`config.mk`:
```
export PLATFORM = sky130hd
export DESIGN_NAME = dsync_status
export DESIGN_NICKNAME = d
export VERILOG_FILES = /design/src/rtl/dsync_pkg.sv /design/src/rtl/dsync_vs_edge.sv /design/src/rtl/dsync_loss_mon.sv /design/src/rtl/dsync_frame_flag.sv /design/src/rtl/dsync_buf_sel.sv /design/src/rtl/dsync_status.sv
export SDC_FILE = /design/constraint.sdc
export NUM_CORES = 1
export LEC_CHECK = 0
export CAP_MARGIN = 15
export CORE_MARGIN = 8
export CORE_UTILIZATION = 45
export DETAILED_ROUTE_END_ITERATION = 6
export DONT_BUFFER_PORTS = 1
export MAX_ROUTING_LAYER = met4
export PLACE_DENSITY_LB_ADDON = 0.12
export SLEW_MARGIN = 10
export SYNTH_ARGS = -nofsm -noshare
export SYNTH_HDL_FRONTEND = slang
export SYNTH_SLANG_ARGS = --single-unit
```
`constraint.sdc`:
```
create_clock -name clk -period 1.7 [get_ports clk]
set_input_delay 0.085 -clock clk [delete_from_list [all_inputs] [get_ports clk]]
set_output_delay 0.085 -clock clk [all_outputs]
set_load 0.03 [all_outputs]
```
`src/rtl/dsync_pkg.sv`:
```
package dsync_pkg;
  typedef enum logic {
    SCAN_PROG  = 1'b0,
    SCAN_ILACE = 1'b1
  } scan_e;

  localparam int ST_FRAME = 0;
  localparam int ST_SERR  = 1;
  localparam int ST_BUF   = 2;
  localparam int ST_W     = 3;
endpackage

```
`src/rtl/dsync_vs_edge.sv`:
```
module dsync_vs_edge #(
  parameter int SYNC_STAGES = 2
) (
  input  logic clk,
  input  logic rst_n,
  input  logic vs_in,
  output logic vs_rise
);
  logic [SYNC_STAGES-1:0] sync_q;
  logic                   prev_q;

  always_ff @(posedge clk or negedge rst_n) begin
    if (!rst_n) begin
      sync_q <= '0;
      prev_q <= 1'b0;
    end else begin
      sync_q <= {sync_q[SYNC_STAGES-2:0], vs_in};
      prev_q <= sync_q[SYNC_STAGES-1];
    end
  end

  assign vs_rise = sync_q[SYNC_STAGES-1] & ~prev_q;
endmodule

```
`src/rtl/dsync_loss_mon.sv`:
```
module dsync_loss_mon #(
  parameter int PW = 12
) (
  input  logic          clk,
  input  logic          rst_n,
  input  logic          vs_rise,
  input  logic          line_tick,
  input  logic [PW-1:0] vperiod,
  input  logic          tv_sync,
  input  logic          disp_reset,
  input  logic          clr,
  output logic          err
);
  logic [PW-1:0] cnt_q, cnt_d;
  logic          err_q, err_d;
  logic          miss;

  always_comb begin
    miss  = tv_sync & ~disp_reset & ~vs_rise & line_tick & (cnt_q >= vperiod);
    cnt_d = cnt_q;
    if (!tv_sync || disp_reset || vs_rise || miss)
      cnt_d = '0;
    else if (line_tick)
      cnt_d = cnt_q + 1'b1;
    err_d = miss | (err_q & ~clr & ~disp_reset);
  end

  always_ff @(posedge clk or negedge rst_n) begin
    if (!rst_n) begin
      cnt_q <= '0;
      err_q <= 1'b0;
    end else begin
      cnt_q <= cnt_d;
      err_q <= err_d;
    end
  end

  assign err = err_q;
endmodule

```
`src/rtl/dsync_frame_flag.sv`:
```
module dsync_frame_flag
  import dsync_pkg::*;
(
  input  logic clk,
  input  logic rst_n,
  input  logic scan_mode,
  input  logic field_even,
  input  logic vblank_start,
  input  logic disp_reset,
  input  logic clr,
  output logic flag
);
  scan_e mode;
  logic  set, flag_q, flag_d;

  always_comb begin
    mode   = scan_e'(scan_mode);
    set    = vblank_start & ~disp_reset & ((mode == SCAN_PROG) | field_even);
    flag_d = set | (flag_q & ~clr & ~disp_reset);
  end

  always_ff @(posedge clk or negedge rst_n) begin
    if (!rst_n) flag_q <= 1'b0;
    else        flag_q <= flag_d;
  end

  assign flag = flag_q;
endmodule

```
`src/rtl/dsync_buf_sel.sv`:
```
module dsync_buf_sel (
  input  logic clk,
  input  logic rst_n,
  input  logic buf_req,
  input  logic vblank_start,
  input  logic disp_reset,
  output logic sel
);
  logic req_q, req_d, sel_q, sel_d;
  logic take_en;

  always_comb begin
    req_d   = disp_reset ? 1'b0 : buf_req;
    take_en = vblank_start & ~disp_reset;
    sel_d   = sel_q;
    if (disp_reset)   sel_d = 1'b0;
    else if (take_en) sel_d = req_q;
  end

  always_ff @(posedge clk or negedge rst_n) begin
    if (!rst_n) begin
      req_q <= 1'b0;
      sel_q <= 1'b0;
    end else begin
      req_q <= req_d;
      sel_q <= sel_d;
    end
  end

  assign sel = sel_q;
endmodule

```
`src/rtl/dsync_status.sv`:
```
module dsync_status
  import dsync_pkg::*;
#(
  parameter int PW = 12
) (
  input  logic          clk,
  input  logic          rst_n,
  input  logic          ext_vsync,
  input  logic          line_tick,
  input  logic [PW-1:0] vperiod,
  input  logic          tv_sync,
  input  logic          scan_mode,
  input  logic          field_even,
  input  logic          vblank_start,
  input  logic          buf_req,
  input  logic          disp_reset,
  input  logic          clr_sync_err,
  input  logic          clr_frame,
  output logic [2:0]    status
);
  logic vs_rise, serr, frame, bsel;

  dsync_vs_edge #(.SYNC_STAGES(2)) u_edge (
    .clk(clk), .rst_n(rst_n), .vs_in(ext_vsync), .vs_rise(vs_rise)
  );

  dsync_loss_mon #(.PW(PW)) u_loss (
    .clk(clk), .rst_n(rst_n), .vs_rise(vs_rise), .line_tick(line_tick),
    .vperiod(vperiod), .tv_sync(tv_sync), .disp_reset(disp_reset),
    .clr(clr_sync_err), .err(serr)
  );

  dsync_frame_flag u_frame (
    .clk(clk), .rst_n(rst_n), .scan_mode(scan_mode), .field_even(field_even),
    .vblank_start(vblank_start), .disp_reset(disp_reset), .clr(clr_frame),
    .flag(frame)
  );

  dsync_buf_sel u_buf (
    .clk(clk), .rst_n(rst_n), .buf_req(buf_req), .vblank_start(vblank_start),
    .disp_reset(disp_reset), .sel(bsel)
  );

  always_comb begin
    status           = '0;
    status[ST_FRAME] = frame;
    status[ST_SERR]  = serr;
    status[ST_BUF]   = bsel;
  end
endmodule

```
==> run_results.csv, run 1 <==
group,metric,value,unit
status,outcome,"finished clean",
clocking,root_buffer,"clkbuf_4",
clocking,h-tree-depth,1,
worst_hold_path,worstHoldPathType,"in2reg",
clocking,cts_buffers,3,
run,max_cap_viol_count,0,
route,wl_per_cell,14.3,um
setup_path,crit_fanout,5,
die,die_height,70.3,um
clocking,clockBufferDepth,2,
synth,synthCells,133,
global_routing,grt_first_pass_wirelength,4.46,mm
clocking,clkTransAtPathRegs,120,ps
synth,synth_most_common_cell,"dfrtp_1",
route,wl,2.71,mm
synth,synth.area.top_cells,"dfrtp_1, ha_1, a211oi_2",
cells_and_area,fillers,234,
setup_path,reg2reg_slack,30,ps
global_routing,grt_usage,10.9,%
cells_and_area,final_nets,196,
pwr,powerDensity,492,nW/um2
setup_path,cp-endpoint,"u_loss.err",
route,drc,0,
place,port_buffers,0,
die,coreArea,2780,um2
setup_path,crit_type,"reg2reg",
route,vias_per_cell,5.44,
sta,finalHoldViolCount,0,
global_routing,antenna_found_initial,0,
setup_path,r2r-start,"u_loss.cnt_q[2]",
global_routing,grt_max_degree,20,
pwr,irDropWorstVdd,0.000439,V
die,die_w,70.3,um
synth,netlist.area_leader.share,35.8,%
route,first_pass_iters,4,
route,dr_total_vias,1028,
synth,async_reset_ff_share,100,%
sta,rsz0062_at_grt,"true",
setup_path,rr_worst_depth,7,
die,placement_rows,19,
cells_and_area,antenna_cells,0,
synth,synthTopCellsByCount,"dfrtp_1, inv_1, ha_1",
sta,min_period,1670,ps
place,dpl.cell_count,175,
die,ios,27,
global_routing,grt.overflow.total,0,
synth,ys.flop_type,"dfrtp_1",
clocking,clk_latency,300,ps
setup_path,reg2reg_to,"u_loss.err",
setup_path,required,1910,ps
cells_and_area,final_cells,189,
synth,syn_nets,170,
cells_and_area,drive_gt1_share,31.6,%
place,routabilityCongestion,0.821,
sta,fin_skew,8.67,ps
synth,seq_area_frac_synth,35.8,%
global_routing,use_met2,16.7,%
synth,yosysTopAreaCell,"dfrtp_1",
die,die_area,4940,um2
global_routing,gr-usage-met1,13.2,%
clocking,cts_tree,"yes",
sta,slew_viol_final,0,
global_routing,grt_pass1_vias,981,
sta,setup_viol,0,
sta,worst_pin_slew,849,ps
synth,syn_area_per_cell,9.98,um2
route,drtIter0Drc,15,
global_routing,grtUsageMet3,3.67,%
sta,period_share,98.5,%
synth,synth_seq_cells,19,
synth,ys_types,37,
sta,relSlewSlack,43.2,%
place,hpwl,2.09,mm
sta,max_freq,0.597,GHz
die,start_util,47.7,%
synth,synth_edf_count,0,
sta,whs,41.3,ps
setup_path,arrival,1880,ps
pwr,p_leak,0.697,nW
setup_path,start_kind,"flip-flop",
global_routing,grt.busiest_layer,"met2",
route,antenna_left,0,
clocking,cts_num_sinks,19,
cells_and_area,area_delta_synth_final,23.3,%
synth,ys_warn_count,0,
setup_path,startpoint,"u_loss.cnt_q[2]",
setup_path,endpoint_kind,"flip-flop",
synth,synth.cell_area,1330,um2
## cell families (layout without fill, tap and decap cells)
logic type | after synthesis | in the layout | share of synthesized area, %
DFF | 19 | 19 | 35.8
and+or+nand+nor | 39 | 39 | 16.1
adders and majority gates | 13 | 13 | 12.3
xor gates and xnor gates | 9 | 9 | 5.94
AOI/OAI and AO/OA | 28 | 28 | 20.7
buffers and inverters | 24 | 49 | 8.39
muxes | 1 | 1 | 0.754
## critical path, stage by stage (launching register included)
cell      delay, ps
dfrtp_2         450
ha_4            240
a211oi_2        150
o21ai_1         100
a21oi_2         180
o21ai_2          90
buf_6           150
a32o_1          210
## state kept, by name, summed over array words and instances (netlist names)
register and cells:
u_buf.req_q 1, u_edge.prev_q 1, u_loss.cnt_q 12, u_buf.sel 1, u_edge.sync_q 2, u_loss.err 1
u_frame.flag 1
## power breakdown
| part | internal [mW] | leakage (nW) | switching (mW) |
|---|---|---|---|
| combinational | 0.0410 | 0.429 | 0.0529 |
| sequential | 0.460 | 0.254 | 0.00902 |
| clock | 0.0894 | 0.0139 | 0.153 |
| total | 0.591 | 0.697 | 0.215 |
## cells in the final DEF (no fill, tap or decap), drive strengths merged, types with 4 or more instances in the layout
| cell type | count |
|---|---|
| buf | 19 |
| inv | 17 |
| ha | 13 |
| nand3 | 4 |
| xnor2 | 9 |
| a211oi | 11 |
| o21ai | 6 |
| a21oi | 5 |
| dlygate4sd3 | 9 |
| dfrtp | 19 |
| nand2 | 8 |
| nor3 | 4 |
| nor2 | 11 |
## metal layers
layer  routed length [um]  vias up
met3                  106        2
met5                    0        -
li1                     -      510
met4                   16        0
met1                 1310      494
met2                 1280       22
## how the worst min path moves through the flow
| stage | from | cells past startpoint | end | slack, ps |
|---|---|---|---|---|
| floorplan | rst_n | 0 | u_buf.req_q | -210 |
| CTS | clr_sync_err | 2 | u_loss.err | 10 |
| finish | line_tick | 4 | u_loss.cnt_q[2] | 40 |
| global placement | rst_n | 0 | u_edge.sync_q[1] | -210 |
| global route | line_tick | 4 | u_loss.cnt_q[2] | 20 |
| detailed placement | rst_n | 0 | u_edge.prev_q | -210 |
## through the flow
| stage | instance area [um2] | power, mW | TNS [ps] | utilization [%] | worst slack, ps |
|---|---|---|---|---|---|
| 4_1_cts | 1580 | 0.811 | 0 | 56.9 | 3.39 |
| 3_3_place_gp | 1470 | 0.535 | -18.9 | 52.8 | -18.9 |
| 3_5_place_dp | 1470 | 0.538 | -75.4 | 52.8 | -43.4 |
| 6_report | 1640 | 0.805 | 0 | 58.8 | 25.1 |
| 2_1_floorplan | 1340 | 0.535 | 0 | - | 36.3 |
| 5_1_grt | 1640 | 0.850 | -616 | 58.8 | -82.6 |
## repair_timing
action                                  CTS  global route
hold endpoints to repair                 36             1
pin swaps                                11            10
endpoints found under the setup margin   12            13
hold buffers                              7             2
resized for setup                         2             7
setup buffers                             1             0
## area by class of cell
type | count | area, um2 | area share, %
Multi-Input combinational cell | 90 | 783 | 47.9
Sequential cell | 19 | 477 | 29.1
Timing Repair Buffer | 28 | 244 | 14.9
Inverter | 17 | 63.8 | 3.90
Tap cell | 31 | 38.8 | 2.37
Clock buffer | 3 | 22.5 | 1.38
Clock inverter | 1 | 7.51 | 0.459
Note: power is estimated with default switching activity, not from simulation.
==> inputs of run 2 (changes only) <==
- CORE_UTILIZATION: 45 -> 25
==> run 2 against run 1 <==
  * Final cell count grew 20%
  * Clock power grew 27%
  * Die area grew 60%
  * Clock-buffer cell count grew 1
  * Utilization shrank 25 points
  * Via count shrank 3.3%
  * Worst setup slack gained 4.3 ps
  * Routed wire length grew 12%
  * Non-clock buffer count shrank 1
  * Fmax grew 0.25%
  * First-iteration DRC count grew 20%
  * Critical path type unchanged
  * Largest power group unchanged
  * Highest routed layer unchanged
==> run_results.csv, run 2 (synthesized netlist as in run 1, its figures left out) <==
group,metric,value,unit
route,drtIter0Drc,18,
clocking,clk_latency,250,ps
global_routing,grt_max_degree,20,
route,wl_per_cell,13.4,um
cells_and_area,drive_gt1_share,35.7,%
clocking,root_buffer,"clkbuf_8",
sta,fin_skew,4.72,ps
run,max_cap_viol_count,0,
place,hpwl,2.39,mm
sta,worst_pin_slew,886,ps
place,routabilityCongestion,0.744,
pwr,p_leak,0.708,nW
route,first_pass_iters,3,
route,vias_per_cell,4.38,
clocking,cts_buffers,3,
cells_and_area,antenna_cells,0,
global_routing,grt.overflow.total,0,
sta,min_period,1670,ps
setup_path,arrival,1850,ps
setup_path,crit_type,"reg2reg",
route,drc,0,
die,die_w,88.9,um
sta,setup_viol,0,
clocking,clockBufferDepth,2,
worst_hold_path,worstHoldPathType,"in2reg",
die,die_area,7900,um2
sta,relSlewSlack,40.7,%
global_routing,grt_first_pass_wirelength,4.99,mm
cells_and_area,area_delta_synth_final,30.7,%
die,die_height,88.9,um
setup_path,start_kind,"flip-flop",
global_routing,grt_usage,8.39,%
sta,slew_viol_final,0,
sta,max_freq,0.599,GHz
pwr,powerDensity,505,nW/um2
cells_and_area,top_regs,"u_loss.cnt_q: 12 flops, u_edge.sync_q: 2 flops",
cells_and_area,largest_register_ffs,12,
pwr,power,876,uW
cells_and_area,final_nets,195,
sta,finalHoldViolCount,0,
setup_path,required,1880,ps
setup_path,crit_fanout,6,
cells_and_area,final_cell_mix,"buf_4, dfrtp_1, inv_1, nor2_1, a211oi_2",
die,ios,27,
cells_and_area,regMostFlops,"u_loss.cnt_q",
place,port_buffers,0,
global_routing,antenna_found_initial,0,
clocking,cts_num_sinks,19,
clocking,clkTransAtPathRegs,70,ps
route,antenna_left,0,
clocking,cts_tree,"yes",
die,start_util,26.0,%
die,coreArea,5110,um2
setup_path,endpoint_kind,"flip-flop",
cells_and_area,utilization,34.0,%
global_routing,grt_pass1_vias,1101,
route,dr_total_vias,994,
pwr,irDropWorstVdd,0.000377,V
status,outcome,"finished clean",
route,wl,3.04,mm
die,placement_rows,26,
sta,period_share,98.3,%
clocking,h-tree-depth,1,
sta,rsz0062_at_grt,"true",
[run 2: cell types whose count changed in the layout (fill, tap and decap cells not counted), moves of 2 or more]
cell | previous run | this run
ha_1 | 12 | 9
clkbuf_4 | 3 | 0
dlygate4sd3_1 | 9 | 7
buf_4 | 16 | 18
ha_4 | 1 | 4
clkbuf_8 | 0 | 3
[run 2: area by class of cell]
type / count / area (um2)
Fill cell: 563 / 3370
Multi-Input combinational cell: 90 / 835
Tap cell: 70 / 87.6
Inverter: 17 / 63.8
Sequential cell: 19 / 477
Clock buffer: 4 / 45.0
Timing Repair Buffer: 27 / 228
[run 2: routing by layer]
metal	track usage, %	vias up	share of wire (%)
li1	-	502	-
met1	9.22	469	44
met2	14.6	21	51
met3	2.69	2	4.6
met4	1.38	0	0.43
met5	-	-	0
[run 2: where the power goes]
part	total, mW	internal, mW	switching (mW)	leakage (nW)
Combinational	0.0990	0.0421	0.0569	0.431
Clock	0.308	0.166	0.142	0.0228
Sequential	0.469	0.460	0.00895	0.254
[run 2: per-stage QoR]
step | area, um2 | hold WS, ps | setup TNS, ps | std cells | setup slack (ps)
2_1_floorplan | 1340 | -211 | 0 | 133 | 36.3
3_3_place_gp | 1510 | -209 | -628 | 213 | -67.9
3_5_place_dp | 1510 | -210 | -662 | 213 | -79.5
4_1_cts | 1660 | 1.11 | -17.0 | 225 | -10.1
5_1_grt | 1740 | 23.5 | -643 | 227 | -83.7
6_report | 1740 | 28.2 | 0 | 227 | 29.4
[run 2: what timing repair did]
action,CTS,global route
resized for setup,6,10
endpoints found under the hold margin,35,0
setup buffers,1,2
pin swaps,13,9
hold buffers,7,0
setup endpoints to repair,13,13
[run 2: path summary, 6_finish.rpt]
path,startpoint,endpoint,slack (ps),cells after the start
max in group asynchronous,rst_n,u_loss.cnt_q[2],700,1
worst max-delay path,u_loss.cnt_q[2],u_loss.cnt_q[8],30,7
min in group asynchronous,rst_n,u_loss.cnt_q[3],400,1
worst min register to register,u_edge.sync_q[0],u_edge.sync_q[1],360,0
worst max register to register,u_loss.cnt_q[2],u_loss.cnt_q[8],30,7
worst min-delay path,line_tick,u_loss.cnt_q[2],30,2
[run 2: worst max-delay path: stages (launching register included)]
cell and delay, ps:
dfrtp_2 420, ha_4 220, a211oi_2 180, o21ai_1 110
a21oi_2 200, o21ai_2 120, buf_6 160, a211oi_2 190
